==> src/rtl/rxq_pkg.sv <==
package rxq_pkg;

    typedef enum logic [1:0] {
        TRIG_ONE  = 2'b00,
        TRIG_QTR  = 2'b01,
        TRIG_HALF = 2'b10,
        TRIG_NEAR = 2'b11
    } trig_sel_e;

    typedef struct packed {
        trig_sel_e sel;
        logic      en;
    } rxq_cfg_t;

    // Threshold in entries for a queue of the given depth.
    function automatic int unsigned trig_count(trig_sel_e s, int unsigned depth);
        case (s)
            TRIG_ONE:  return 1;
            TRIG_QTR:  return depth / 4;
            TRIG_HALF: return depth / 2;
            default:   return depth - 2;
        endcase
    endfunction

endpackage

==> src/rtl/rxq_ctl.sv <==
module rxq_ctl
    import rxq_pkg::*;
(
    input  logic       clk,
    input  logic       rst,
    input  logic       we,
    input  logic [7:0] wdata,
    output rxq_cfg_t   cfg,
    output logic       flush,
    output logic [7:0] rdata
);
    // Explicit empty request, or a change of mode.
    assign flush = we && (wdata[1] || (wdata[0] != cfg.en));
    assign rdata = {cfg.sel, 5'b00000, cfg.en};

    always_ff @(posedge clk) begin
        if (rst) begin
            cfg <= '{sel: TRIG_ONE, en: 1'b0};
        end else if (we) begin
            cfg <= '{sel: trig_sel_e'(wdata[7:6]), en: wdata[0]};
        end
    end
endmodule

==> src/rtl/rxq_store.sv <==
module rxq_store #(
    parameter int DEPTH = 16,
    parameter int W     = 8,
    localparam int AW   = $clog2(DEPTH),
    localparam int CW   = $clog2(DEPTH + 1)
) (
    input  logic          clk,
    input  logic          rst,
    input  logic          flush,
    input  logic          fifo_on,
    input  logic          rx_valid,
    input  logic [W-1:0]  rx_data,
    input  logic          pop_req,
    output logic [W-1:0]  head,
    output logic [CW-1:0] cnt,
    output logic          lost
);
    logic [W-1:0]  mem [DEPTH];
    logic [AW-1:0] wptr, rptr;
    logic          hold_vld, hold_n;
    logic [W-1:0]  hold_q, hold_dn;
    logic          push, pop, full;
    logic [W-1:0]  push_d;
    logic [CW-1:0] cap;

    function automatic logic [AW-1:0] nxt(logic [AW-1:0] p);
        return (p == AW'(DEPTH - 1)) ? '0 : p + 1'b1;
    endfunction

    always_comb begin
        cap     = fifo_on ? CW'(DEPTH) : CW'(1);
        pop     = pop_req && (cnt != '0);
        full    = (cnt >= cap);
        push    = 1'b0;
        push_d  = rx_data;
        hold_n  = hold_vld;
        hold_dn = hold_q;
        lost    = 1'b0;
        if (fifo_on && hold_vld) begin
            if (pop) begin
                push    = 1'b1;
                push_d  = hold_q;
                hold_n  = rx_valid;
                hold_dn = rx_data;
            end else if (rx_valid) begin
                hold_dn = rx_data;
                lost    = 1'b1;
            end
        end else if (rx_valid) begin
            if (!full || pop) begin
                push = 1'b1;
            end else if (fifo_on) begin
                hold_n  = 1'b1;
                hold_dn = rx_data;
            end else begin
                lost = 1'b1;
            end
        end
        if (flush) begin
            push = 1'b0;
            lost = 1'b0;
        end
    end

    always_ff @(posedge clk) begin
        if (rst || flush) begin
            wptr     <= '0;
            rptr     <= '0;
            cnt      <= '0;
            hold_vld <= 1'b0;
            hold_q   <= '0;
        end else begin
            if (push) wptr <= nxt(wptr);
            if (pop)  rptr <= nxt(rptr);
            cnt      <= cnt + CW'(push) - CW'(pop);
            hold_vld <= hold_n;
            hold_q   <= hold_dn;
        end
    end

    always_ff @(posedge clk) begin
        if (push) mem[wptr] <= push_d;
    end

    assign head = mem[rptr];
endmodule

==> src/rtl/rxq_flags.sv <==
module rxq_flags
    import rxq_pkg::*;
#(
    parameter int DEPTH = 16,
    localparam int CW   = $clog2(DEPTH + 1)
) (
    input  logic          clk,
    input  logic          rst,
    input  logic          lost,
    input  logic          lsr_rd,
    input  logic [CW-1:0] cnt,
    input  rxq_cfg_t      cfg,
    output logic          overrun,
    output logic          trig
);
    logic [CW-1:0] level;

    always_comb begin
        level = CW'(trig_count(cfg.sel, DEPTH));
        trig  = cfg.en ? (cnt >= level) : (cnt != '0);
    end

    always_ff @(posedge clk) begin
        if (rst)         overrun <= 1'b0;
        else if (lost)   overrun <= 1'b1;
        else if (lsr_rd) overrun <= 1'b0;
    end
endmodule

==> src/rtl/rxq_trig.sv <==
module rxq_trig
    import rxq_pkg::*;
#(
    parameter int DEPTH = 16,
    parameter int W     = 8
) (
    input  logic         clk,
    input  logic         rst,
    input  logic         rx_valid,
    input  logic [W-1:0] rx_byte,
    input  logic         rd_pop,
    input  logic         ctl_we,
    input  logic [7:0]   ctl_wdata,
    input  logic         lsr_rd,
    output logic [W-1:0] head_byte,
    output logic         data_ready,
    output logic         trig_hit,
    output logic         overrun,
    output logic         fifo_on,
    output logic [7:0]   ctl_rdata
);
    localparam int CW = $clog2(DEPTH + 1);

    rxq_cfg_t      cfg;
    logic          flush, lost;
    logic [CW-1:0] cnt;

    rxq_ctl u_ctl (
        .clk(clk), .rst(rst), .we(ctl_we), .wdata(ctl_wdata),
        .cfg(cfg), .flush(flush), .rdata(ctl_rdata)
    );

    rxq_store #(.DEPTH(DEPTH), .W(W)) u_store (
        .clk(clk), .rst(rst), .flush(flush), .fifo_on(cfg.en),
        .rx_valid(rx_valid), .rx_data(rx_byte), .pop_req(rd_pop),
        .head(head_byte), .cnt(cnt), .lost(lost)
    );

    rxq_flags #(.DEPTH(DEPTH)) u_flags (
        .clk(clk), .rst(rst), .lost(lost), .lsr_rd(lsr_rd),
        .cnt(cnt), .cfg(cfg), .overrun(overrun), .trig(trig_hit)
    );

    assign data_ready = (cnt != '0);
    assign fifo_on    = cfg.en;
endmodule

==> config.mk <==
export PLATFORM = sky130hd
export DESIGN_NAME = rxq_trig
export DESIGN_NICKNAME = d
export VERILOG_FILES = /design/src/rtl/rxq_pkg.sv /design/src/rtl/rxq_ctl.sv /design/src/rtl/rxq_store.sv /design/src/rtl/rxq_flags.sv /design/src/rtl/rxq_trig.sv
export SDC_FILE = /design/constraint.sdc
export NUM_CORES = 1
export LEC_CHECK = 0
export ABC_CLOCK_PERIOD_IN_PS = 9400
export BUFFER_PORTS_ARGS = -buffer_cell sky130_fd_sc_hd__buf_2
export CORE_MARGIN = 1.5
export CORE_UTILIZATION = 60
export CTS_CLUSTER_SIZE = 8
export DETAILED_ROUTE_END_ITERATION = 10
export HOLD_SLACK_MARGIN = 0.1
export PLACE_DENSITY = 0.82
export SLEW_MARGIN = 30
export SYNTH_ARGS = -nofsm -noshare
export SYNTH_HDL_FRONTEND = slang
export SYNTH_SLANG_ARGS = --single-unit
==> constraint.sdc <==
create_clock -name clk -period 9.4 [get_ports clk]
set_input_delay 2.82 -clock clk [delete_from_list [all_inputs] [get_ports clk]]
set_output_delay 2.82 -clock clk [all_outputs]
set_load 0.02 [all_outputs]
==> results.ini, run 1 <==
[pwr]
ir_drop_mv = 0.1761
p_per_area_nw_per_um2 = 252.1
p_leak_nw = 2.587
p_total_mw = 1.900

[sta]
min_period_over_period = 0.5838
grt_setup_unrepaired = no
period_needed_ns = 5.487
finalHoldViolations = 0
relSlewSlack = 0.4756
fin_setup_tns_ns = 0
final_max_slew_viol_count = 0
finClkSkew_ns = 0.005440
worst_pin_slew_ns = 0.7858
setup_viol = 0
max_freq_mhz = 182.2

[worst_setup_path]
ff2ff_path_depth = 12
required_ns = 6.58
r2r-start = u_ctl.cfg[0]
rr_endpoint = u_store.cnt[4]
r2r_slack_ns = 6.02
worst_ep_arrival_time_ns = 2.67
crit_fanout = 32
end_kind = primary output
path_class = reg -> out
critPathLaunchType = flop

[yosys]
ys_warn_count = 0
synth-simple-area-share = 0.07331
synth-seq-cells = 158
syn-instance-count = 401
yosysMostFrequentCell = edfxtp_1
synth_flop_cell = edfxtp_1
synth_edf_count = 128
synth_mux_area_frac = 0.1511
yosys-top-cells-count = edfxtp_1 (128), mux4_2 (40), dfxtp_1 (30)
ys_types = 52
synth_top_cell_by_area = edfxtp_1
synth_compound_area_frac = 0.04128
synth_top_cell_area_share = 0.5687
synth_fa_ha_area_frac = 0.03813
yosys.area_share.xor_xnor = 0.005183
yosysSeqAreaShare = 0.6575
synth_top_family_by_area = multiplexers
async_flop_share = 0
syn-cell-area_sq_um = 6759
synth_area_per_cell_sq_um = 16.86
synth.area.top_cells = edfxtp_1 (57%), mux4_2 (13%), dfxtp_1 (8.9%)

[clock_tree]
clk_latency_ns = 0.53
clockRootBuffer = clkbuf_8
htree_levels = 4
numCtsBuffers = 17
path_clk_slew_ns = 0.06
cts_tree = built
clock_path_buffers = 2
ctsHoldBuffers = 0
cts_setup_buffers = 0
cts.repair.resized = 0
cts_sinks = 158

[run]
max_cap_viol_count = 0

[cells_and_area]
areaGrowthSynthToFinish_pct = 11.53
multiInputGateArea_sq_um = 2110
utilization = 0.6924
drive_gt1_frac = 0.2886
fillers = 678
num_antenna_cells = 0
ff_latch_area_sq_um = 4446
final_nets = 476

[grt]
grt_pass1_wl_microns = 19740
grt_pass1_vias = 3469
antenna_found_initial = 0
grt_max_degree = 33
track_usage = 0.2354
overflow = 0

[detailed_routing]
vias_per_cell = 6.068
wl_per_cell_microns = 21.45
vias = 3562
dr.first_iter.drc_count = 408
drc_errors = 0
firstDrtPassIters = 5
ant_nets = 0
wl_microns = 12590

[floorplan]
pin_count = 42
core_area_sq_um = 10890
die_width_microns = 109.1
start_util = 0.6208
die_h_microns = 109.1
row_count = 38
dieArea_sq_um = 11910

[min_path]
min_path_type = reg -> reg
whs_path_depth = 2
hold_path_end = u_store.hold_q[1]
min_from = u_store.hold_q[1]

[place]
gp_congestion = 0.8081
port_buffers = 32
dp_hpwl_microns = 7962

[run_status]
outcome = finished, final reports clean

[kinds of logic after synthesis]
| group | Yosys count |
|---|---|
| AO/OA/AOI/OAI | 39 |
| AND/OR/NAND/NOR | 89 |
| flip-flops | 158 |
| multiplexers | 51 |
| other | 1 |
| XOR/XNOR | 4 |
| adder cells (fa/ha/maj) | 20 |
| buffers and inverters | 39 |
[worst max-delay path by stage]
stage                 startpoint        endpoint  slack, ns  depth (start not counted)
global placement            flop    head_byte[7]       4.45                          4
global route                flop    head_byte[3]       3.76                          4
CTS                         flop    head_byte[4]       3.86                          4
floorplan                 ctl_we  u_store.cnt[4]       4.51                         11
detailed placement  ctl_wdata[0]  u_store.cnt[4]       4.39                         11
finish                      flop    head_byte[4]       3.91                          4
[sequential cells by signal, summed over array words and instances (netlist names), named ones only]
register          flops
u_store.wptr          4
u_store.cnt           5
u_store.rptr          4
u_flags.overrun       1
u_store.hold_q        8
u_ctl.cfg             3
u_store.mem         128
u_store.hold_vld      1
[power breakdown]
part           switching [mW]  internal (mW)  total (mW)
sequential             0.0194          0.789       0.808
combinational           0.247          0.183       0.430
clock                   0.259          0.404       0.662
[metal layers]
metal,GRT usage,part of all wire,vias to the layer above
met4,0.05639,0.0091,0
li1,-,-,1628
met3,0.06276,0.058,12
met5,0,0,-
met2,0.3737,0.50,118
met1,0.3278,0.43,1804
[layout by cell type, fill, tap and decap left out, drive strengths merged, types with 2 or more instances in the layout]
cell type and count:
edfxtp 128, mux4 40, buf 34, dfxtp 30, clkbuf 21, nor2 20
ha 19, nand2 19, o21ai 18, and3 17, inv 15, a21oi 11
nand3 10, mux2 8, and2 6, conb 5, clkinv 5, nor2b 4
xor2 3, mux2i 3, clkinvlp 3, bufinv 3, a311oi 2, nand4 2
o31ai 2, or3 2, nand2b 2
[through the flow]
stage	area (sq um)	hold slack [ns]	std cells	worst slack, ns
2_1_floorplan	6774	0.4398	405	4.507
3_3_place_gp	6962	0.4450	555	4.446
3_5_place_dp	6964	0.4642	555	4.386
4_1_cts	7538	0.4760	587	3.856
5_1_grt	7538	0.5109	587	3.763
6_report	7538	0.4755	587	3.913
[worst max-delay path, cell delays in order, from the launching register on]
cell     delay (ns)
dfxtp_2        0.31
buf_4          0.51
mux4_2         0.63
mux4_2         0.50
buf_2          0.18
[area by class of cell]
| cell class | instances | share of cell area |
|---|---|---|
| clock buffers | 21 | 0.05693 |
| clock inverters | 11 | 0.01925 |
| inverters | 15 | 0.007801 |
| multi-input cells | 208 | 0.2798 |
| flip-flops and latches | 158 | 0.5897 |
| well taps | 140 | 0.02324 |
| repair buffers | 34 | 0.02324 |
Note: power is estimated with default switching activity, not from simulation.
==> inputs of run 2 (changes only) <==
--- a/config.mk
+++ b/config.mk
@@ -5,14 +5,14 @@
 export SDC_FILE = /design/constraint.sdc
 export NUM_CORES = 1
 export LEC_CHECK = 0
-export ABC_CLOCK_PERIOD_IN_PS = 9400
+export ABC_CLOCK_PERIOD_IN_PS = 4700
 export BUFFER_PORTS_ARGS = -buffer_cell sky130_fd_sc_hd__buf_2
 export CORE_MARGIN = 1.5
-export CORE_UTILIZATION = 60
+export CORE_UTILIZATION = 54
 export CTS_CLUSTER_SIZE = 8
 export DETAILED_ROUTE_END_ITERATION = 10
 export HOLD_SLACK_MARGIN = 0.1
-export PLACE_DENSITY = 0.82
+export PLACE_DENSITY = 0.78
 export SLEW_MARGIN = 30
 export SYNTH_ARGS = -nofsm -noshare
 export SYNTH_HDL_FRONTEND = slang
==> constraint.sdc (replaced) <==
create_clock -name clk -period 4.7 [get_ports clk]
set_input_delay 1.41 -clock clk [delete_from_list [all_inputs] [get_ports clk]]
set_output_delay 1.41 -clock clk [all_outputs]
set_load 0.02 [all_outputs]
==> run 2 against run 1 <==
Register-to-register slack lost 4.6 ns. Sequential share of layout area shrank 0.31 points. Clock power grew 98%. Utilization shrank 6.7 points. Final cell count grew 4.8%. Routed wire length shrank 2.0%. Critical path type unchanged. Setup slack lost 3.3 ns. Largest power group unchanged. First-iteration DRC count shrank 20%. Cell area grew 0.53%. Combinational power grew 97%.
==> results.ini, run 2 (synthesis gave the netlist of run 1 again) <==
[run_status]
outcome = finished, final reports clean  ; unchanged

[place]
gp_congestion = 0.7818  ; was 0.8081
dp_hpwl_microns = 7868  ; was 7962 microns
post-place-ws_ns = 1.037  ; was 4.386 ns
dpl_cell_area_sq_um = 7017  ; was 6964 sq um
port_buffers = 32  ; unchanged

[worst_setup_path]
path_cells = buf_12, mux4_2, mux4_2, buf_2  ; was buf_4, mux4_2, mux4_2, buf_2
path_common_cell = mux4_2  ; unchanged
critPathLaunchType = flop  ; unchanged
required_ns = 3.29  ; was 6.58 ns
ff2ff_path_depth = 12  ; unchanged
r2r-start = u_ctl.cfg[0]  ; unchanged
path_class = reg -> out  ; unchanged
critPathTopFamily = multiplexers  ; unchanged
crit_buf_inv = 2  ; unchanged
path_depth = 4  ; unchanged
crit_fanout = 18  ; was 32
end_kind = primary output  ; unchanged
r2r_slack_ns = 1.43  ; was 6.02 ns
worst_ep_arrival_time_ns = 2.65  ; was 2.67 ns
rr_endpoint = u_store.cnt[4]  ; unchanged
slowest_delay_ns = 0.72  ; was 0.63 ns
critPathSlowestCell = dfxtp_2  ; was mux4_2
cp-endpoint = head_byte[1]  ; was head_byte[4]

[run]
max_cap_viol_count = 0  ; unchanged

[detailed_routing]
drc_errors = 0  ; unchanged
vias_per_cell = 5.767  ; was 6.068
firstDrtPassIters = 4  ; was 5
dr.first_iter.drc_count = 326  ; was 408
wl_microns = 12340  ; was 12590 microns
vias = 3547  ; was 3562
ant_nets = 0  ; unchanged
wl_per_cell_microns = 20.07  ; was 21.45 microns

[cells_and_area]
largest_register = u_store.mem  ; unchanged
final_nets = 477  ; was 476
num_antenna_cells = 0  ; unchanged
top_regs = u_store.mem x128, u_store.hold_q x8, u_store.cnt x5  ; unchanged
fin_area_sq_um = 7579  ; was 7538 sq um
areaGrowthSynthToFinish_pct = 12.13  ; was 11.53%
fillers = 871  ; was 678
largest_reg_flops = 128  ; unchanged
utilization = 0.6257  ; was 0.6924
ff_latch_area_sq_um = 4446  ; unchanged
final_cell_mix = edfxtp_1 (128), mux4_2 (40), buf_2 (32)  ; unchanged
multiInputGateArea_sq_um = 2107  ; was 2110 sq um
layout_commonest_cell = edfxtp_1  ; unchanged
drive_gt1_frac = 0.2752  ; was 0.2886

[clock_tree]
cts_tree = built  ; unchanged
cts_sinks = 158  ; unchanged
cts_setup_buffers = 0  ; unchanged
htree_levels = 4  ; unchanged
path_clk_slew_ns = 0.06  ; about the same
cts.repair.resized = 0  ; unchanged
numCtsBuffers = 17  ; unchanged
clk_latency_ns = 0.42  ; was 0.53 ns
clockRootBuffer = clkbuf_16  ; was clkbuf_8
ctsHoldBuffers = 0  ; unchanged
clock_path_buffers = 2  ; unchanged

[sta]
setup_viol = 0  ; unchanged
worst_pin_slew_ns = 0.6905  ; was 0.7858 ns
finalHoldViolations = 0  ; unchanged
period_needed_ns = 4.060
layout_setup_ws_ns = 0.6402  ; was 3.913 ns
min_period_over_period = 0.8638
max_freq_mhz = 246.3
fin_setup_tns_ns = 0  ; unchanged
finClkSkew_ns = 0.009780  ; was 0.005440 ns
grt_setup_unrepaired = no  ; unchanged
final_max_slew_viol_count = 0  ; unchanged
relSlewSlack = 0.5390  ; was 0.4756

[floorplan]
core_area_sq_um = 12110  ; was 10890 sq um
dieArea_sq_um = 13200  ; was 11910 sq um
die_h_microns = 114.9  ; was 109.1 microns
die_width_microns = 114.9  ; was 109.1 microns
pin_count = 42  ; unchanged
row_count = 40  ; was 38
start_util = 0.5581  ; was 0.6208

[grt]
antenna_found_initial = 0  ; unchanged
grt_max_degree = 33  ; unchanged
grt_pass1_wl_microns = 19300  ; was 19740 microns
track_usage = 0.2061  ; was 0.2354
grt_pass1_vias = 3532  ; was 3469
overflow = 0  ; unchanged

[pwr]
p_per_area_nw_per_um2 = 501.2  ; was 252.1 nW/um^2
ir_drop_mv = 0.3189  ; was 0.1761 mV
p_leak_nw = 2.592  ; was 2.587 nW

[min_path]
min_path_type = reg -> reg  ; unchanged

-- run 2: where the power goes --
part	total, mW	switching (mW)	internal, mW
registers	1.64	0.0597	1.58
logic	0.846	0.473	0.373
clock network	1.31	0.494	0.820
total	3.80	1.03	2.77
-- run 2: per-stage QoR --
step / power [mW] / cells / hold slack [ns]
after floorplan: 2.345 / 405 / 0.4398
after global placement: 2.479 / 584 / 0.4400
after detailed placement: 2.514 / 584 / 0.4474
after CTS: 3.822 / 615 / 0.4668
after global routing: 3.961 / 615 / 0.4954
final: 3.798 / 615 / 0.4717
-- run 2: area by class of cell --
cell class                      count  area share
Timing Repair Buffer               35     0.02576
Inverter                           15    0.007760
Clock buffer                       21     0.05811
Tap cell                          168     0.02774
Multi-Input combinational cell    208      0.2780
Sequential cell                   158      0.5866
Clock inverter                     10     0.01601
-- run 2: how the worst min path moves through the flow --
stage	startpoint	end	slack, ns	cells past startpoint
6_report	u_flags.overrun	u_flags.overrun	0.47	2
5_1_grt	u_store.hold_q[0]	u_store.hold_q[0]	0.50	2
4_1_cts	u_flags.overrun	u_flags.overrun	0.47	2
3_5_place_dp	u_flags.overrun	u_flags.overrun	0.45	2
3_3_place_gp	u_flags.overrun	u_flags.overrun	0.44	2
2_1_floorplan	u_store.hold_q[1]	u_store.hold_q[1]	0.44	2
-- run 2: layer usage --
metal | GRT usage | part of all wire
met5 | 0 | 0
met4 | 0.09712 | 0.024
met3 | 0.05219 | 0.055
met2 | 0.3421 | 0.52
met1 | 0.2564 | 0.40
-- run 2: worst reg2reg max path, cell delays in order, from the launching register on --
cell      delay, ns
dfxtp_1        0.51
inv_1          0.14
ha_1           0.33
nor4bb_1       0.28
a2111o_1       0.30
o21ai_4        0.10
and2_4         0.22
ha_1           0.23
fa_1           0.41
a21oi_1        0.15
nor2_1         0.07
or3_1          0.33
a21oi_1        0.14
==> inputs of run 3 (changes only) <==
--- a/config.mk
+++ b/config.mk
@@ -9,6 +9,7 @@
 export BUFFER_PORTS_ARGS = -buffer_cell sky130_fd_sc_hd__buf_2
 export CORE_MARGIN = 1.5
 export CORE_UTILIZATION = 54
+export CTS_BUF_LIST = sky130_fd_sc_hd__clkbuf_16
 export CTS_CLUSTER_SIZE = 8
 export DETAILED_ROUTE_END_ITERATION = 10
 export HOLD_SLACK_MARGIN = 0.1
==> run 3 against run 2 <==
Highest routed layer unchanged. Non-clock buffer count unchanged. Die area is the same. Combinational power hardly changed. Sequential power barely moved.
==> results.ini, run 3 (synthesis gave the netlist of run 1 again) <==
[sta]
min_period_over_period = 0.8635  ; was 0.8638
fin_setup_tns_ns = 0  ; unchanged
timing.hold.ws_ns = 0.4717  ; about the same
finClkSkew_ns = 0.01163  ; was 0.009780 ns
grt_setup_unrepaired = no  ; unchanged
finalHoldViolations = 0  ; unchanged
max_freq_mhz = 246.4  ; was 246.3 MHz
worst_pin_slew_ns = 0.6907  ; was 0.6905 ns
setup_viol = 0  ; unchanged
relSlewSlack = 0.5389  ; was 0.5390
layout_setup_ws_ns = 0.6415  ; was 0.6402 ns
period_needed_ns = 4.058  ; was 4.060 ns
final_max_slew_viol_count = 0  ; unchanged

[clock_tree]
clock_path_buffers = 2  ; unchanged
cts_sinks = 158  ; unchanged
cts_setup_buffers = 0  ; unchanged
htree_levels = 4  ; unchanged
cts.repair.resized = 0  ; unchanged
ctsHoldBuffers = 0  ; unchanged
clk_latency_ns = 0.42  ; about the same
path_clk_slew_ns = 0.06  ; about the same
numCtsBuffers = 17  ; unchanged
clockRootBuffer = clkbuf_16  ; unchanged
cts_tree = built  ; unchanged

[grt]
grt_max_degree = 33  ; unchanged
track_usage = 0.2061  ; unchanged
grt_pass1_wl_microns = 19300  ; unchanged
antenna_found_initial = 0  ; unchanged
overflow = 0  ; unchanged
grt_pass1_vias = 3532  ; unchanged

[place]
port_buffers = 32  ; unchanged
dp_cells = 584  ; unchanged
gp_congestion = 0.7818  ; unchanged
post-place-ws_ns = 1.037  ; unchanged
dp_hpwl_microns = 7868  ; unchanged

[pwr]
p_leak_nw = 2.608  ; was 2.592 nW
seq_power_share = 0.432  ; was 0.431
p_sw_mw = 1.027  ; about the same
intPower_mw = 2.762  ; was 2.771 mW
power_frac_comb = 0.223  ; about the same
p_per_area_nw_per_um2 = 500.0  ; was 501.2 nW/um^2
ir_drop_mv = 0.3189  ; about the same
swShare = 0.2711  ; was 0.2705
clock_power_share = 0.345  ; was 0.346

[cells_and_area]
top_regs = u_store.mem x128, u_store.hold_q x8, u_store.cnt x5  ; unchanged
utilization = 0.6257  ; unchanged
largest_register = u_store.mem  ; unchanged
stdcell_count = 615  ; unchanged
drive_gt1_frac = 0.2752  ; unchanged
final_nets = 477  ; unchanged
num_antenna_cells = 0  ; unchanged
areaGrowthSynthToFinish_pct = 12.13  ; unchanged
final_cell_mix = edfxtp_1 (128), mux4_2 (40), buf_2 (32)  ; unchanged
layout_commonest_cell = edfxtp_1  ; unchanged
largest_reg_flops = 128  ; unchanged

[worst_setup_path]
crit_fanout = 18  ; unchanged
rr_endpoint = u_store.cnt[4]  ; unchanged
path_class = reg -> out  ; unchanged
r2r-start = u_ctl.cfg[0]  ; unchanged
required_ns = 3.29  ; about the same
ff2ff_path_depth = 12  ; unchanged
end_kind = primary output  ; unchanged
r2r_slack_ns = 1.43  ; about the same
critPathLaunchType = flop  ; unchanged
worst_ep_arrival_time_ns = 2.65  ; about the same

[detailed_routing]
ant_nets = 0  ; unchanged
vias = 3553  ; was 3547
dr.first_iter.drc_count = 324  ; was 326
wl_microns = 12350  ; was 12340 microns
firstDrtPassIters = 4  ; unchanged
drc_errors = 0  ; unchanged
wl_per_cell_microns = 20.08  ; was 20.07 microns
vias_per_cell = 5.777  ; was 5.767

[min_path]
hold_path_end = u_flags.overrun  ; unchanged
min_from = u_flags.overrun  ; unchanged
whs_path_depth = 2  ; unchanged
min_path_type = reg -> reg  ; unchanged

[run]
max_cap_viol_count = 0  ; unchanged

[floorplan]
row_count = 40  ; unchanged
die_width_microns = 114.9  ; unchanged
core_area_sq_um = 12110  ; unchanged
pin_count = 42  ; unchanged
die_h_microns = 114.9  ; unchanged
dieArea_sq_um = 13200  ; unchanged
start_util = 0.5581  ; unchanged

[run_status]
outcome = finished, final reports clean  ; unchanged

==> run 3: how the worst max path moves through the flow <==
stage | from | to
3_3_place_gp | flop | head_byte[0]
3_5_place_dp | flop | head_byte[0]
5_1_grt | flop | head_byte[1]
6_report | flop | head_byte[1]
2_1_floorplan | ctl_we | u_store.cnt[4]
4_1_cts | flop | head_byte[0]
==> run 3: area by class of cell <==
cell class | instances | area (sq um)
Clock buffer | 17 | 425.4
Tap cell | 168 | 210.2
Sequential cell | 158 | 4446
Multi-Input combinational cell | 208 | 2107
Timing Repair Buffer | 35 | 195.2
Inverter | 15 | 58.81
Fill cell | 871 | 4533
Clock inverter | 14 | 136.4
==> run 3: worst max-delay path, stage by stage, from the launching register on <==
cell and delay, ns:
dfxtp_2 0.72, buf_12 0.28, mux4_2 0.57, mux4_2 0.47, buf_2 0.17
==> run 3: routing by layer <==
metal  GRT usage  part of all wire  vias up  wire, microns
met5           0                 0        -              0
met4     0.09712             0.027        0            337
met3     0.05219             0.051       25            632
met2      0.3421              0.52       92           6364
met1      0.2564              0.41     1810           5013
li1            -                 -     1626              -
==> run 3: power groups by stage <==
stage,clock network (mW),registers [mW],logic (mW)
after floorplan,0,1.64,0.708
after global placement,0,1.66,0.816
after detailed placement,0,1.67,0.847
after CTS,1.32,1.64,0.854
after global routing,1.37,1.65,0.932
final,1.31,1.64,0.845
==> run 3: metrics by stage <==
step           power, mW  cell area, sq um
6_report           3.789              7579
5_1_grt            3.952              7579
4_1_cts            3.814              7579
3_5_place_dp       2.514              7017
3_3_place_gp       2.479              7017
2_1_floorplan      2.345              6774
